## src/rtl/irda_pulse_codec.sv

```systemverilog
module irda_pulse_codec #(
  parameter int FILT_LEN = 5
) (
  input  logic       clk,
  input  logic       rst_n,
  input  logic       en,
  input  logic [1:0] pw_code,
  input  logic       filt_en,
  input  logic [1:0] ovs_mode,
  input  logic       os_tick,
  input  logic       tx_line,
  input  logic       rx_pin,
  output logic       tx_pin,
  output logic       rx_line
);
  localparam int RUNW = $clog2(FILT_LEN + 1);
  localparam logic [RUNW-1:0] RUN_MAX = RUNW'(FILT_LEN - 1);

  wire [3:0] last_ph = (ovs_mode == 2'd1) ? 4'd7 : 4'd15;

  // transmit: phase within bit, restarted on every level change
  logic       tx_q;
  logic [3:0] tx_ph, tx_ph_d;
  wire        tx_chg = tx_line ^ tx_q;

  always_comb begin
    if (tx_chg)       tx_ph_d = 4'd0;
    else if (os_tick) tx_ph_d = (tx_ph >= last_ph) ? 4'd0 : tx_ph + 4'd1;
    else              tx_ph_d = tx_ph;
  end

  always_ff @(posedge clk) begin
    if (!rst_n) begin
      tx_q   <= 1'b1;
      tx_ph  <= 4'd0;
      tx_pin <= 1'b0;
    end else begin
      tx_q   <= tx_line;
      tx_ph  <= tx_ph_d;
      tx_pin <= en ? (!tx_line && (tx_ph_d <= {2'b00, pw_code})) : tx_line;
    end
  end

  // receive: glitch filter, then hold low for one bit
  logic [RUNW-1:0] run;
  logic            det_q, hold;
  logic [3:0]      rx_ph;
  wire             det      = rx_pin && (!filt_en || run == RUN_MAX);
  wire             det_rise = det && !det_q;

  always_ff @(posedge clk) begin
    if (!rst_n) begin
      run   <= '0;
      det_q <= 1'b0;
      hold  <= 1'b0;
      rx_ph <= 4'd0;
    end else begin
      run   <= !rx_pin ? '0 : ((run == RUN_MAX) ? run : run + 1'b1);
      det_q <= det;
      if (!en) begin
        hold <= 1'b0;
      end else if (det_rise) begin
        hold  <= 1'b1;
        rx_ph <= 4'd0;
      end else if (hold && os_tick) begin
        if (rx_ph >= last_ph) hold <= 1'b0;
        else                  rx_ph <= rx_ph + 4'd1;
      end
    end
  end

  assign rx_line = en ? !(det || hold) : rx_pin;
endmodule

```

## config.mk

```make
export PLATFORM = sky130hd
export DESIGN_NAME = irda_pulse_codec
export DESIGN_NICKNAME = d
export VERILOG_FILES = /design/src/rtl/irda_pulse_codec.sv
export SDC_FILE = /design/constraint.sdc
export NUM_CORES = 1
export LEC_CHECK = 0
export ABC_AREA = 1
export BUFFER_PORTS_ARGS = -buffer_cell sky130_fd_sc_hd__clkbuf_2
export CAP_MARGIN = 15
export CORE_MARGIN = 1
export CORE_UTILIZATION = 57
export CTS_CLUSTER_DIAMETER = 100
export DETAILED_ROUTE_END_ITERATION = 8
export GPL_TIMING_DRIVEN = 1
export PLACE_DENSITY = 0.87
export REMOVE_ABC_BUFFERS = 1
export SETUP_SLACK_MARGIN = 0.15
export SLEW_MARGIN = 20
export SYNTH_ARGS = -nofsm -noshare
export SYNTH_HDL_FRONTEND = slang
export SYNTH_SLANG_ARGS = --single-unit
```

## constraint.sdc

```tcl
create_clock -name clk -period 4.6 [get_ports clk]
set_input_delay 0 -clock clk [delete_from_list [all_inputs] [get_ports clk]]
set_output_delay 0 -clock clk [all_outputs]
set_load 0.01 [all_outputs]
```

[Yosys cells after proc, flatten, opt, wreduce, memory -nomap -nowiden]
Index checks and enable logic that the tools add are counted.
Storage, ports and cells
  memory bits (writable): 0
  memories kept: 0
  bits in latches: 0
  bits in read-only memories: 0
  bits in registers: 15
  input port bits: 11
  word-level logic and storage cells: 45
  output and inout bits: 2
Cells by class
  $lt $le $gt $ge: 3
  reduce and logical (&&, ||, !) cells: 16
  mux-type cells: 12
  $add $sub $neg: 3
  div/mod/pow operators: 0
  shift operators: 0
  bitwise operators: 1
  eq/ne operators: 3
  multipliers: 0
Operator list (number)
  $mux 4: 7
  $add 4x1->4 const B: 2
  $ge 4x4->1: 2
  $reduce_and 2->1: 3
  $mux 1: 5
  $le 4x2->1: 1
  $logic_and 1x1->1: 4
  $logic_not 1->1: 4
  $reduce_bool 2->1: 2
  $add 3x1->3 const B: 1
  $eq 3x3->1 const B: 1
  $reduce_and 3->1: 1
  $eq 2x1->1 const B: 1
  $logic_or 1x1->1: 2
  $ne 2x2->1 const B: 1
  $xor 1x1->1: 1

[Depth between registers and ports, before layout]
Gate-level depths: netlist of the first run.
  word-level depth: 9
  mapped depth: 16
  mapped depth without buffers: 16

[Worst setup path before layout of the first run]
OpenSTA, ideal clock, no wires.
  path type: reg-to-reg
  start: register tx_ph[3]
  end: register tx_pin
  setup slack: 2.870 ns
  stages on the path, launching flop included: 15
  clock period less this slack: 1.730 ns
  arrival: 1.658 ns
  path buffers: 0
  library setup time: 0.072 ns
  data required time: 4.528 ns
  path through: dfxtp_1 > ha_1 > inv_1 > nand2_1 > nand3_1 > inv_1 > nor3_1 > ha_1 > inv_1 > o21bai_1 > nand2_1 > nand2_1 > nor2_1 > nand2_1 > a21oi_1
Between the ends
  word-level cells in the longest chain between the ends: 7
  elaborated cells on any way between the ends: 8
  those cells by class: 1 x add/sub; 2 x order compare; 4 x mux; 1 x reduce/logical
RTL lines
  start: declaration: RTL line 23  | logic [3:0] tx_ph, tx_ph_d;
  start signal: assignment: RTL line 39  | tx_ph <= tx_ph_d;
  $ge 4x4->1: RTL line 28  | else if (os_tick) tx_ph_d = (tx_ph >= last_ph) ? 4'd0 : tx_ph + 4'd1;
  $mux 4 (2 in a row): RTL line 28
  $mux 4: RTL line 27  | if (tx_chg) tx_ph_d = 4'd0;
  net tx_ph_d[1]: RTL line 23
  $le 4x2->1: RTL line 40  | tx_pin <= en ? (!tx_line && (tx_ph_d <= {2'b00, pw_code})) : tx_line;
  $logic_and 1x1->1: RTL line 40
  $mux 1: RTL line 40
  end signal: assignment: RTL line 40
  end: declaration: RTL line 13  | output logic tx_pin,
The timed path passes the listed nets, and every way through them passes these cells.
A chain may end at the register's enable or synchronous reset.

[Worst setup path in the final report of the first run]
Ends and elaborated chain as after synthesis.

==> impl_metrics.tcl, run 1 <==
set metrics [dict create \
    outcome "complete, no violations" \
    total_power_uw 253 \
    core-area_um2 1370 \
    relSlewSlack_pct 83.3 \
    grt.total_usage_pct 26.8 \
    drive_gt1_share_pct 17.4 \
    crit_type "reg2reg" \
    clkPwrFrac_pct 31.7 \
    clkTransAtPathRegs_ns 0.10 \
    power_density_nw_per_um2 246 \
    syn_area_per_cell_um2 7.10 \
    hold_buffers 5 \
    skew_ns 0.00631 \
    fmax_mhz 501 \
    met1_usage_pct 29.3 \
    tritoncts "yes" \
    drv_cap 0 \
    grt_max_degree 10 \
    htreeDepth 1 \
    cell_internal_pwr_uw 182 \
    grtUsageMet3_pct 4.79 \
    hold_viol_final 0 \
    cp_slowest_cell "dfxtp_1" \
    grt_pass1_vias 745 \
    synth.distinct_cells 22 \
    clockBufferDepth 2 \
    ir_drop_uv 190 \
    grtUsageMet2_pct 48.4 \
    rows 13 \
    place_ws_ns 2.67 \
    setup_ws_ns 2.60 \
    start_util_pct 64.5 \
    area_growth_syn_to_layout_pct 16.9 \
    synthCells 124 \
    die_w_um 41.3 \
    routabilityCongestion 0.750 \
    drtIter0Drc 23 \
    clock_latency_ns 0.30 \
    p_comb_share_pct 14.5 \
    place_hpwl_um 1390 \
    num_antenna_cells 0 \
    die-area_um2 1710 \
    slew_violations 0 \
    cpLargestDelayFamily "simple AND/OR/NAND/NOR gates" \
    antenna_left 0 \
    antenna_found_initial 0 \
    cp.required_ns 4.83 \
    switching_share_pct 28.1 \
    final_area_um2 1030 \
    cp.arrival_ns 2.23 \
    die_y_um 41.3 \
    cpMostUsedCell "nand2_1" \
    cts_resized 0 \
    switchingPower_uw 71.0 \
    port_buffers 12 \
    cp-start-kind "flip-flop" \
    cts.sink_count 15 \
    placed_area_um2 952 \
    route.detailed.drc 0 \
    drt_wl_total_um 1790 \
    min_path_type "in2reg" \
    end_kind "flip-flop" \
    rsz0062_at_grt "no" \
    wl_per_cell_um 11.2 \
    dr.pass1.iters 4 \
    finalSetupViolations 0 \
    cpPeakStageDelay_ns 0.34 \
    timing.final.crit_period_ns 2.00 \
    nNetsFinal 164 \
    setup_tns_ns 0 \
    tightestPinTransition_ns 0.243 \
    final.period_utilization_pct 43.4 \
    ios 13 \
    avgViaCountPerCell 5.17 \
    cp.buffers_inverters 3 \
    post_cts_buffers 0 \
    p_leak_nw 0.537 \
    grt-busiest-layer "met2" \
    yosys_warnings 0 \
    cts_root_buffer "clkbuf_4" \
    grt_pass1_wl_um 2890 \
    synth-seq-area-share_pct 34.1 \
    grt_overflow_total 0 \
    via_count 822 \
    crit_chain "ha_1, inv_1, nand2_1, nand3_1, inv_1, nor3_1, ha_1, inv_1, o21bai_1, nand2_1, nand2_1, nor2_1, nand2_1, a21oi_1" \
    numCtsBuffers 3 \
    ys_ff_latch 15 \
    power.share.sequential_pct 53.8 \
    critPathMaxFanout 3 \
    synth_area_um2 881 \
]
[power by group through the flow]
stage / combinational (mW) / sequential (mW) / clock [mW]
4_1_cts: 0.0364 / 0.136 / 0.0808
3_3_place_gp: 0.0315 / 0.139 / 0
3_5_place_dp: 0.0329 / 0.139 / 0
2_1_floorplan: 0.0207 / 0.139 / 0
5_1_grt: 0.0420 / 0.136 / 0.0847
6_report: 0.0368 / 0.136 / 0.0801
[cell type report]
class	count	area (um2)
Fill cell	109	337
Sequential cell	15	300
Timing Repair Buffer	17	110
Tap cell	15	18.8
Inverter	20	75.1
Multi-Input combinational cell	88	498
Clock inverter	1	5.00
Clock buffer	3	22.5
[synth_stat cells]
master	n	share of area, %
a211oi_1	1	0.85
a21oi_1	7	4.0
buf_4	1	0.85
clkinv_1	1	0.43
dfxtp_1	15	34
ha_1	8	11
inv_1	17	7.2
inv_2	2	0.85
mux2i_1	1	1.1
nand2_1	30	13
nand2_2	4	2.8
nand3_1	7	4.0
nand3_2	2	2.3
nand4_1	1	0.71
nor2_1	15	6.4
nor3_1	2	1.1
nor3_2	1	1.1
nor4_1	1	0.71
o21ai_0	1	0.57
o21bai_1	2	1.7
xnor2_1	2	2.0
xor2_1	3	3.0
[worst paths after layout]
path	startpoint	to	slack, ns	cells past startpoint
worst min-delay path	en	hold	0.03	3
worst min register to register	hold	hold	0.49	2
worst max-delay path	tx_ph[3]	tx_pin	2.60	14
worst max register to register	tx_ph[3]	tx_pin	2.60	14
[layer usage]
metal | vias up | wire length, um
met5 | - | 0
met4 | 0 | 40
met3 | 5 | 51
met2 | 17 | 901
met1 | 365 | 795
li1 | 435 | -
[through the flow]
stage	cells	util (%)	hold WS, ns
finish	159	75.4	0.0250
global route	159	75.4	0.0405
floorplan	123	-	0.0687
detailed placement	150	69.7	0.220
CTS	159	75.4	0.0231
global placement	150	69.7	0.213
[worst reg2reg max path, stage by stage (launching register included)]
cell	delay, ns
dfxtp_1	0.34
ha_1	0.29
inv_1	0.05
nand2_1	0.05
nand3_1	0.12
inv_1	0.07
nor3_1	0.21
ha_1	0.28
inv_1	0.06
o21bai_1	0.05
nand2_1	0.05
nand2_1	0.04
nor2_1	0.11
nand2_1	0.07
a21oi_1	0.13
[flip-flops by register name (all words and copies together) (netlist names)]
name / flops
det_q: 1
tx_ph: 4
tx_q: 1
tx_pin: 1
rx_ph: 4
hold: 1
run: 3
[logic make-up (layout without fill, tap and decap cells)]
| logic type | Yosys count | after routing | synth area share, % |
|---|---|---|---|
| buf+inv | 21 | 41 | 9.38 |
| flops | 15 | 15 | 34.1 |
| compound gates | 11 | 11 | 7.10 |
| xor+xnor | 5 | 5 | 4.97 |
| mux | 1 | 1 | 1.14 |
| fa+ha+maj | 8 | 8 | 11.4 |
| simple gates | 63 | 63 | 32.0 |
[layout by cell type (no fill, tap or decap), drive strengths merged]
| cell | count |
|---|---|
| o21bai | 2 |
| a21oi | 7 |
| nand2 | 34 |
| ha | 8 |
| a211oi | 1 |
| dlygate4sd3 | 5 |
| nor4 | 1 |
| o21ai | 1 |
| clkinv | 2 |
| inv | 19 |
| nor2 | 15 |
| dfxtp | 15 |
| nand4 | 1 |
| xor2 | 3 |
| mux2i | 1 |
| clkbuf | 15 |
| nor3 | 3 |
| xnor2 | 2 |
| nand3 | 9 |
Power figures use the tool's default switching activity.
==> run 2: changes to the inputs <==
Settings changed: CORE_UTILIZATION 57 to 49, PLACE_DENSITY 0.87 to 0.8.
Clock period 4.6 ns to 1.8 ns, I/O delays scaled along.
==> impl_metrics.tcl, run 2 (synthesis results as in run 1) <==
set metrics [dict create \
    outcome "complete, no violations" \
    cpPeakStageDelay_ns 0.36 \
    place_hpwl_um 1340 \
    numCtsBuffers 3 \
    cell_internal_pwr_uw 474 \
    hold_viol_final 0 \
    cts_root_buffer "clkbuf_4" \
    drv_cap 0 \
    slew_violations 0 \
    rows 14 \
    start_util_pct 55.3 \
    port_buffers 12 \
    cp.arrival_ns 1.98 \
    via_count 852 \
    finalSetupViolations 0 \
    clkTransAtPathRegs_ns 0.09 \
    mostFrequentLayoutCell "nand2_1" \
    switchingPower_uw 175 \
    end_kind "flip-flop" \
    drt_wl_total_um 1820 \
    critPathMaxFanout 2 \
    tritoncts "yes" \
    placed_area_um2 971 \
    top_regs "rx_ph x4, tx_ph x4, run x3" \
    timing.final.crit_period_ns 1.76 \
    clkPwrFrac_pct 30.4 \
    route.detailed.drc 0 \
    avgViaCountPerCell 4.90 \
    total_power_uw 649 \
    cp.required_ns 2.02 \
    whs_path_depth 3 \
    rsz0062_at_grt "yes" \
    crit_type "reg2reg" \
    core-area_um2 1590 \
    htreeDepth 1 \
    utilization_pct 71.9 \
    grt_pass1_wl_um 2990 \
    die-area_um2 1970 \
    drtIter0Drc 10 \
    antenna_found_initial 0 \
    grt_max_degree 10 \
    routabilityCongestion 0.752 \
    layout_common_cells "26 x nand2_1, 14 x inv_1, 14 x nor2_1, 12 x dfxtp_1, 12 x clkbuf_2" \
    fmax_mhz 569 \
    die_w_um 44.4 \
    ios 13 \
    num_antenna_cells 0 \
    nNetsFinal 170 \
    p_comb_share_pct 16.0 \
    antenna_left 0 \
    die_y_um 44.4 \
    p_leak_nw 0.559 \
    skew_ns 0.00388 \
    drive_gt1_share_pct 31.3 \
    final_area_um2 1150 \
    grt_overflow_total 0 \
    min_path_type "in2reg" \
    grt.total_usage_pct 21.0 \
    relSlewSlack_pct 81.2 \
    power_density_nw_per_um2 566 \
    final.period_utilization_pct 97.7 \
    switching_share_pct 27.0 \
    grt_pass1_vias 789 \
    dp_cells 160 \
    dr.pass1.iters 4 \
    fin_cells 174 \
    power.share.sequential_pct 53.6 \
    wl_per_cell_um 10.4 \
    tightestPinTransition_ns 0.280 \
    crit_chain "ha_4, inv_2, nand2_2, nand3_2, inv_2, nor3_2, ha_1, inv_1, o21bai_1, nand2_1, nand2_1, nor2_2, nand2_2, a21oi_2" \
    ir_drop_uv 578 \
    reg2regPathDepth 14 \
    clockBufferDepth 2 \
    cp_slowest_cell "dfxtp_2" \
    clock_latency_ns 0.29 \
    cts.sink_count 15 \
    area_growth_syn_to_layout_pct 30.1 \
    cp-start-kind "flip-flop" \
]
==> run 2: cell count changes in the layout (fill, tap and decap cells not counted), sizes merged <==
cell / delta
buf: +6
clkbuf: +1
clkinv: -1
==> run 2: layout make-up <==
class | instances | area (um2)
tap | 24 | 30.0
clock buffer | 4 | 26.3
multi-input combinational | 88 | 553
timing repair buffer | 23 | 155
inverter | 20 | 77.6
sequential | 15 | 304
fill | 127 | 448
==> run 2: repair_timing <==
item,CTS,global route
hold buffers,5,0
setup endpoints to repair,1,2
pin swaps,9,7
buffers inserted,5,0
hold endpoints to repair,3,0
gates resized for setup,15,4
==> run 2: worst max-delay path: cells and delay by family (launching register included) <==
kind / cells / cell delay (ns)
AOI/OAI and AO/OA: 2 / 0.18
adders and majority gates: 2 / 0.46
buffers and inverters: 3 / 0.15
DFF: 1 / 0.36
and+or+nand+nor: 7 / 0.54
==> run 2: stage by stage <==
stage / setup TNS [ns] / hold slack (ns) / worst slack [ns]
6_report: 0 / 0.0640 / 0.0422
5_1_grt: -0.0923 / 0.0766 / -0.0923
4_1_cts: 0 / 0.0465 / 0.0889
3_5_place_dp: -0.0178 / 0.226 / -0.0178
3_3_place_gp: 0 / 0.216 / 0.0394
2_1_floorplan: 0 / 0.0687 / 0.0703
==> run 2: power groups by stage <==
stage / clock (mW) / combinational [mW] / sequential (mW)
after global routing: 0.210 / 0.117 / 0.349
after floorplan: 0 / 0.0529 / 0.355
after detailed placement: 0 / 0.0849 / 0.355
final: 0.197 / 0.104 / 0.348
after global placement: 0 / 0.0815 / 0.354
after CTS: 0.195 / 0.101 / 0.348
==> run 2: layer usage <==
layer | vias up | part of all wire [%] | GRT usage, % | routed length, um
li1 | 445 | - | - | -
met1 | 384 | 44 | 22.9 | 803
met2 | 20 | 51 | 40.0 | 918
met3 | 3 | 4.0 | 3.67 | 73
met4 | 0 | 1.1 | 7.27 | 20
met5 | - | 0 | 0 | 0
==> run 2: final timing paths <==
path                  from  slack (ns)     end
hold reg to reg       hold        0.51    hold
setup / recovery  tx_ph[3]        0.04  tx_pin
hold / removal          en        0.06    hold
setup reg to reg  tx_ph[3]        0.04  tx_pin
